===== src/rtl/rwg_pkg.sv =====
package rwg_pkg;
    typedef enum logic [2:0] {
        ST_READ   = 3'd0,
        ST_HOLD   = 3'd1,
        ST_WRITE  = 3'd2,
        ST_WFLUSH = 3'd3,
        ST_RFLUSH = 3'd4
    } rwg_state_e;
endpackage


===== src/rtl/rwg_queue.sv =====
module rwg_queue #(
    parameter int DEPTH = 8,
    parameter int AW    = 32,
    parameter bit MATCH = 1'b0
) (
    input  logic          clk,
    input  logic          rst_n,
    input  logic          push,
    input  logic [AW-1:0] push_addr,
    input  logic          pop,
    output logic [AW-1:0] head_addr,
    output logic          empty,
    output logic          full,
    input  logic [AW-1:0] probe_addr,
    output logic          probe_hit
);
    localparam int PW = (DEPTH > 1) ? $clog2(DEPTH) : 1;
    localparam int CW = $clog2(DEPTH + 1);

    logic [AW-1:0]    slot_q [DEPTH];
    logic [DEPTH-1:0] live_q;
    logic [PW-1:0]    wr_q, rd_q;
    logic [CW-1:0]    cnt_q;

    assign empty     = (cnt_q == '0);
    assign full      = (cnt_q == CW'(DEPTH));
    assign head_addr = slot_q[rd_q];

    always_ff @(posedge clk) begin
        if (!rst_n) begin
            wr_q   <= '0;
            rd_q   <= '0;
            cnt_q  <= '0;
            live_q <= '0;
        end else begin
            if (push) begin
                slot_q[wr_q] <= push_addr;
                wr_q         <= (wr_q == PW'(DEPTH - 1)) ? '0 : wr_q + 1'b1;
            end
            if (pop) begin
                rd_q <= (rd_q == PW'(DEPTH - 1)) ? '0 : rd_q + 1'b1;
            end
            for (int i = 0; i < DEPTH; i++) begin
                if (push && (PW'(i) == wr_q))     live_q[i] <= 1'b1;
                else if (pop && (PW'(i) == rd_q)) live_q[i] <= 1'b0;
            end
            cnt_q <= cnt_q + CW'(push) - CW'(pop);
        end
    end

    generate
        if (MATCH) begin : g_match
            logic [DEPTH-1:0] eq;
            for (genvar g = 0; g < DEPTH; g++) begin : g_cmp
                assign eq[g] = live_q[g] && (slot_q[g] == probe_addr);
            end
            assign probe_hit = |eq;
        end else begin : g_nomatch
            assign probe_hit = 1'b0;
        end
    endgenerate


    no_overflow_chk: assert property (@(posedge clk) disable iff (!rst_n)
        push |-> !full);

    no_underflow_chk: assert property (@(posedge clk) disable iff (!rst_n)
        pop |-> !empty);
endmodule


===== src/rtl/rwg_outstanding.sv =====
module rwg_outstanding #(
    parameter int MAX_OUT = 64
) (
    input  logic clk,
    input  logic rst_n,
    input  logic inc,
    input  logic dec,
    output logic is_zero,
    output logic hits_zero
);
    localparam int CW = $clog2(MAX_OUT + 1);

    logic [CW-1:0] cnt_q, cnt_d;

    assign cnt_d     = cnt_q + CW'(inc) - CW'(dec);
    assign is_zero   = (cnt_q == '0);
    assign hits_zero = !is_zero && (cnt_d == '0);

    always_ff @(posedge clk) begin
        if (!rst_n) cnt_q <= '0;
        else        cnt_q <= cnt_d;
    end


    done_underflow_chk: assert property (@(posedge clk) disable iff (!rst_n)
        dec |-> (!is_zero || inc));

    count_limit_chk: assert property (@(posedge clk) disable iff (!rst_n)
        (inc && !dec) |-> (cnt_q != CW'(MAX_OUT)));
endmodule


===== src/rtl/rw_batch_grouper.sv =====
module rw_batch_grouper
    import rwg_pkg::*;
#(
    parameter int AW      = 32,
    parameter int DEPTH   = 8,
    parameter int MAX_OUT = 64
) (
    input  logic          clk,
    input  logic          rst_n,
    input  logic          up_valid,
    output logic          up_ready,
    input  logic          up_is_write,
    input  logic [AW-1:0] up_addr,
    output logic          dn_valid,
    input  logic          dn_ready,
    output logic          dn_is_write,
    output logic [AW-1:0] dn_addr,
    input  logic          done
);
    rwg_state_e state_q, state_d;

    logic          wq_push, wq_pop, wq_empty, wq_full, raw_hit;
    logic          rq_push, rq_pop, rq_empty, rq_full, rq_hit_unused;
    logic [AW-1:0] wq_head, rq_head;
    logic          out_zero, out_hits_zero, dn_hs;

    rwg_queue #(.DEPTH(DEPTH), .AW(AW), .MATCH(1'b1)) u_wq (
        .clk(clk), .rst_n(rst_n),
        .push(wq_push), .push_addr(up_addr), .pop(wq_pop),
        .head_addr(wq_head), .empty(wq_empty), .full(wq_full),
        .probe_addr(up_addr), .probe_hit(raw_hit)
    );

    rwg_queue #(.DEPTH(DEPTH), .AW(AW), .MATCH(1'b0)) u_rq (
        .clk(clk), .rst_n(rst_n),
        .push(rq_push), .push_addr(up_addr), .pop(rq_pop),
        .head_addr(rq_head), .empty(rq_empty), .full(rq_full),
        .probe_addr(up_addr), .probe_hit(rq_hit_unused)
    );

    rwg_outstanding #(.MAX_OUT(MAX_OUT)) u_out (
        .clk(clk), .rst_n(rst_n),
        .inc(dn_hs), .dec(done),
        .is_zero(out_zero), .hits_zero(out_hits_zero)
    );

    assign dn_hs = dn_valid && dn_ready;

    // state register
    always_ff @(posedge clk) begin
        if (!rst_n) state_q <= ST_READ;
        else        state_q <= state_d;
    end

    // next-state selection
    always_comb begin
        state_d = state_q;
        unique case (state_q)
            ST_READ: begin
                if ((out_hits_zero || out_zero) && (!wq_empty || wq_push || rq_push))
                    state_d = ST_WFLUSH;
                else if (rq_push)
                    state_d = ST_HOLD;
            end
            ST_HOLD: begin
                if (out_hits_zero || out_zero) state_d = ST_WFLUSH;
            end
            ST_WRITE: begin
                if (out_hits_zero) state_d = ST_RFLUSH;
            end
            ST_WFLUSH: begin
                if (wq_empty) state_d = out_zero ? ST_RFLUSH : ST_WRITE;
            end
            ST_RFLUSH: begin
                if (rq_empty) state_d = ST_READ;
            end
            default: state_d = ST_READ;
        endcase
    end

    // port and queue control
    always_comb begin
        up_ready    = 1'b0;
        dn_valid    = 1'b0;
        dn_is_write = 1'b0;
        dn_addr     = up_addr;
        wq_push     = 1'b0;
        rq_push     = 1'b0;
        wq_pop      = 1'b0;
        rq_pop      = 1'b0;
        unique case (state_q)
            ST_READ: begin
                if (up_is_write) begin
                    up_ready = !wq_full;
                    wq_push  = up_valid && !wq_full;
                end else if (raw_hit) begin
                    up_ready = !rq_full;
                    rq_push  = up_valid && !rq_full;
                end else begin
                    dn_valid = up_valid;
                    up_ready = dn_ready;
                end
            end
            ST_HOLD: begin
                if (up_is_write) begin
                    up_ready = !wq_full;
                    wq_push  = up_valid && !wq_full;
                end else begin
                    up_ready = !rq_full;
                    rq_push  = up_valid && !rq_full;
                end
            end
            ST_WRITE: begin
                if (up_is_write) begin
                    dn_valid    = up_valid;
                    dn_is_write = 1'b1;
                    up_ready    = dn_ready;
                end else begin
                    up_ready = !rq_full;
                    rq_push  = up_valid && !rq_full;
                end
            end
            ST_WFLUSH: begin
                dn_valid    = !wq_empty;
                dn_is_write = 1'b1;
                dn_addr     = wq_head;
                wq_pop      = !wq_empty && dn_ready;
            end
            ST_RFLUSH: begin
                dn_valid = !rq_empty;
                dn_addr  = rq_head;
                rq_pop   = !rq_empty && dn_ready;
            end
            default: ;
        endcase
    end


    hold_quiet_chk: assert property (@(posedge clk) disable iff (!rst_n)
        (state_q == ST_HOLD) |-> !dn_valid);

    write_dir_chk: assert property (@(posedge clk) disable iff (!rst_n)
        (state_q == ST_WRITE && dn_valid) |-> dn_is_write);

    read_dir_chk: assert property (@(posedge clk) disable iff (!rst_n)
        (state_q == ST_READ && dn_valid) |-> !dn_is_write);

    flush_stall_chk: assert property (@(posedge clk) disable iff (!rst_n)
        ((state_q == ST_WFLUSH || state_q == ST_RFLUSH) && dn_valid && !dn_ready)
        |=> (dn_valid && $stable(dn_addr) && $stable(dn_is_write)));

    wflush_entry_chk: assert property (@(posedge clk) disable iff (!rst_n)
        (state_q == ST_HOLD && out_hits_zero) |=> (state_q == ST_WFLUSH));
endmodule


===== config.mk =====
export PLATFORM = sky130hd
export DESIGN_NAME = rw_batch_grouper
export DESIGN_NICKNAME = d
export VERILOG_FILES = /design/src/rtl/rwg_pkg.sv /design/src/rtl/rwg_queue.sv /design/src/rtl/rwg_outstanding.sv /design/src/rtl/rw_batch_grouper.sv
export SDC_FILE = /design/constraint.sdc
export NUM_CORES = 1
export LEC_CHECK = 0
export BUFFER_PORTS_ARGS = -buffer_cell sky130_fd_sc_hd__buf_2
export CAP_MARGIN = 10
export CORE_UTILIZATION = 40
export CTS_CLUSTER_SIZE = 24
export DETAILED_ROUTE_END_ITERATION = 8
export GPL_ROUTABILITY_DRIVEN = 1
export MAX_ROUTING_LAYER = met4
export PLACE_DENSITY_LB_ADDON = 0.3
export SLEW_MARGIN = 20
export SYNTH_ARGS = -nofsm -noshare
export SYNTH_HDL_FRONTEND = slang
export SYNTH_HIERARCHICAL = 1
export SYNTH_SLANG_ARGS = --single-unit

===== constraint.sdc =====
create_clock -name clk -period 15 [get_ports clk]
set_input_delay 1.5 -clock clk [delete_from_list [all_inputs] [get_ports clk]]
set_output_delay 1.5 -clock clk [all_outputs]
set_load 0.05 [all_outputs]

==> impl_metrics.tcl <==
set metrics [dict create \
    coreArea_um2 63500 \
    hold_class "register to register" \
    drv_cap 0 \
    final_common_cell "edfxtp_1" \
    status "finished clean" \
    tns_ps 0 \
    io_buffers 72 \
    final_core_util 0.455 \
    drt_iter0_drc 1264 \
    cp_data_required_time_ps 15490 \
    max_freq_ghz 0.169 \
    num_rows 92 \
    min_from "u_rq/rd_q[2]$_SDFFE_PN0P_" \
    syn-cell-area_um2 25900 \
    power.leakage_uw 0.00926 \
    crit_path_max_fanout 25 \
    cts_tree "built" \
    num_vias 14200 \
    critPathKind "primary input to register" \
    setup.worst_path.start_class "primary input" \
    post_cts_resized 0 \
    cellPowerDensity_nw_per_um2 127 \
    cts_hold_buf 0 \
    post-cts-setup-buffers 0 \
    gp_congestion 1.06 \
    initial_core_util 0.407 \
    die_h_um 256 \
    final_cell_mix "edfxtp_1, xnor2_1, xor2_1, nand2_1, mux4_2" \
    fin_nets 1703 \
    endpoint_kind "register" \
    hold_viol 0 \
    worstReg2RegStart "u_wq/slot_q[0][5]$_DFFE_PP_" \
    crit_arrival_ps 6410 \
    post_drt_via_cell_ratio 5.63 \
    cts_made_buffers 58 \
    ir_drop_mv 0.0972 \
    totalWireLength_um 67800 \
    grt_max_degree 65 \
    clk_pin_slew_ps 60 \
    r2r_setup_slack_ps 9990 \
    grt_pass1_wl_um 99800 \
    die-area_um2 65700 \
    grt_pass1_vias 14300 \
    clk_latency_ps 640 \
    drive_above_1_share 0.226 \
    grt_usage 0.214 \
    slew_headroom 0.278 \
    clock_skew_ps 22.2 \
    boundaryPins 73 \
    area_growth_pct 11.7 \
    holdPathStages 2 \
    synth.avg_cell_area_um2 16.6 \
    ant_nets 0 \
    die_x_um 256 \
    h-tree-depth 2 \
    synthesis.nets 1633 \
    report.final.slew_viol_count 0 \
    reg2reg_to "state_q[1]$_SDFFE_PN0P_" \
    total_power_uw 3660 \
    synth_warnings 6 \
    hpwl_um 43800 \
    ctsRootBufferMaster "clkbuf_16" \
    period_share 0.395 \
    reg2regPathDepth 22 \
    rsz0062_at_grt "false" \
    tightest_slew_ps 1080 \
    synth_cells 1555 \
    cts.sinks 556 \
    antennaDiodeCount 0 \
    post_drt_wl_per_cell_um 26.9 \
    setup_ws_ps 9080 \
    drtPass1Iterations 6 \
    finalSetupViolations 0 \
    antenna_found_initial 0 \
    dp_slack_ps 8470 \
    drc 0 \
    cts_max_path_buffers 3 \
    grt_overflow_total 0 \
    min_period_ps 5920 \
]
flip-flops by register name, indices dropped and copies added (netlist names), named ones only:
register,flops
u_rq/slot_q,256
u_wq/slot_q,256
u_wq/live_q,8
u_out/cnt_q,7
u_rq/cnt_q,4
u_wq/cnt_q,4
state_q,3
u_rq/rd_q,3
u_rq/wr_q,3
u_wq/rd_q,3
u_wq/wr_q,3
critical path, cell delays in order:
cell       delay (ps)
buf_2             410
xnor2_1           250
nand4_1           270
nor4_1             90
nand4_1            80
o22ai_1           100
or4_1             680
nor3_1            190
a21oi_1            60
o41ai_1           340
and2_1            190
ha_1              170
inv_1              50
fa_1              430
nor2b_4           150
o311ai_1          120
a21oi_1           150
o211ai_1          130
nor4_2            360
nor2_1            100
o2111ai_1         260
o211ai_2          160
mux2i_1           150
per-layer routing:
layer / share of wire / vias to the layer above / track usage
met5: 0 / - / -
met4: 0.030 / 0 / 0.0702
met3: 0.057 / 96 / 0.0286
met2: 0.48 / 519 / 0.337
met1: 0.43 / 7396 / 0.286
li1: - / 6163 / -
how the worst max path moves through the flow:
stage,from,to,depth (start not counted)
floorplan,up_addr[26],state_q[1]$_SDFFE_PN0P_,23
global placement,up_addr[2],state_q[1]$_SDFFE_PN0P_,22
detailed placement,up_addr[5],state_q[1]$_SDFFE_PN0P_,23
CTS,up_addr[2],state_q[1]$_SDFFE_PN0P_,22
global route,up_addr[5],state_q[1]$_SDFFE_PN0P_,23
finish,up_addr[5],state_q[1]$_SDFFE_PN0P_,23
layout make-up:
cell class,count,area (um^2)
sequential,556,16300
timing repair buffer,99,563
clock inverter,41,455
clock buffer,67,1510
tap,846,1060
multi-input combinational,871,8900
inverter,39,146
fill,5524,34600
metrics by stage:
stage | hold slack, ps | area [um^2] | cells
3_3_place_gp | 537 | 26900 | 2411
2_1_floorplan | 476 | 25900 | 1555
3_5_place_dp | 549 | 26900 | 2411
6_report | 563 | 28900 | 2519
5_1_grt | 582 | 28900 | 2519
4_1_cts | 559 | 28900 | 2519
power breakdown:
group / total, uW / leakage, uW / switching [uW] / internal [uW]
Sequential: 1760 / 0.00497 / 29.1 / 1730
Clock: 1470 / 0.000949 / 610 / 859
Combinational: 435 / 0.00335 / 287 / 148
No activity file was read; power rests on OpenSTA's default activity.
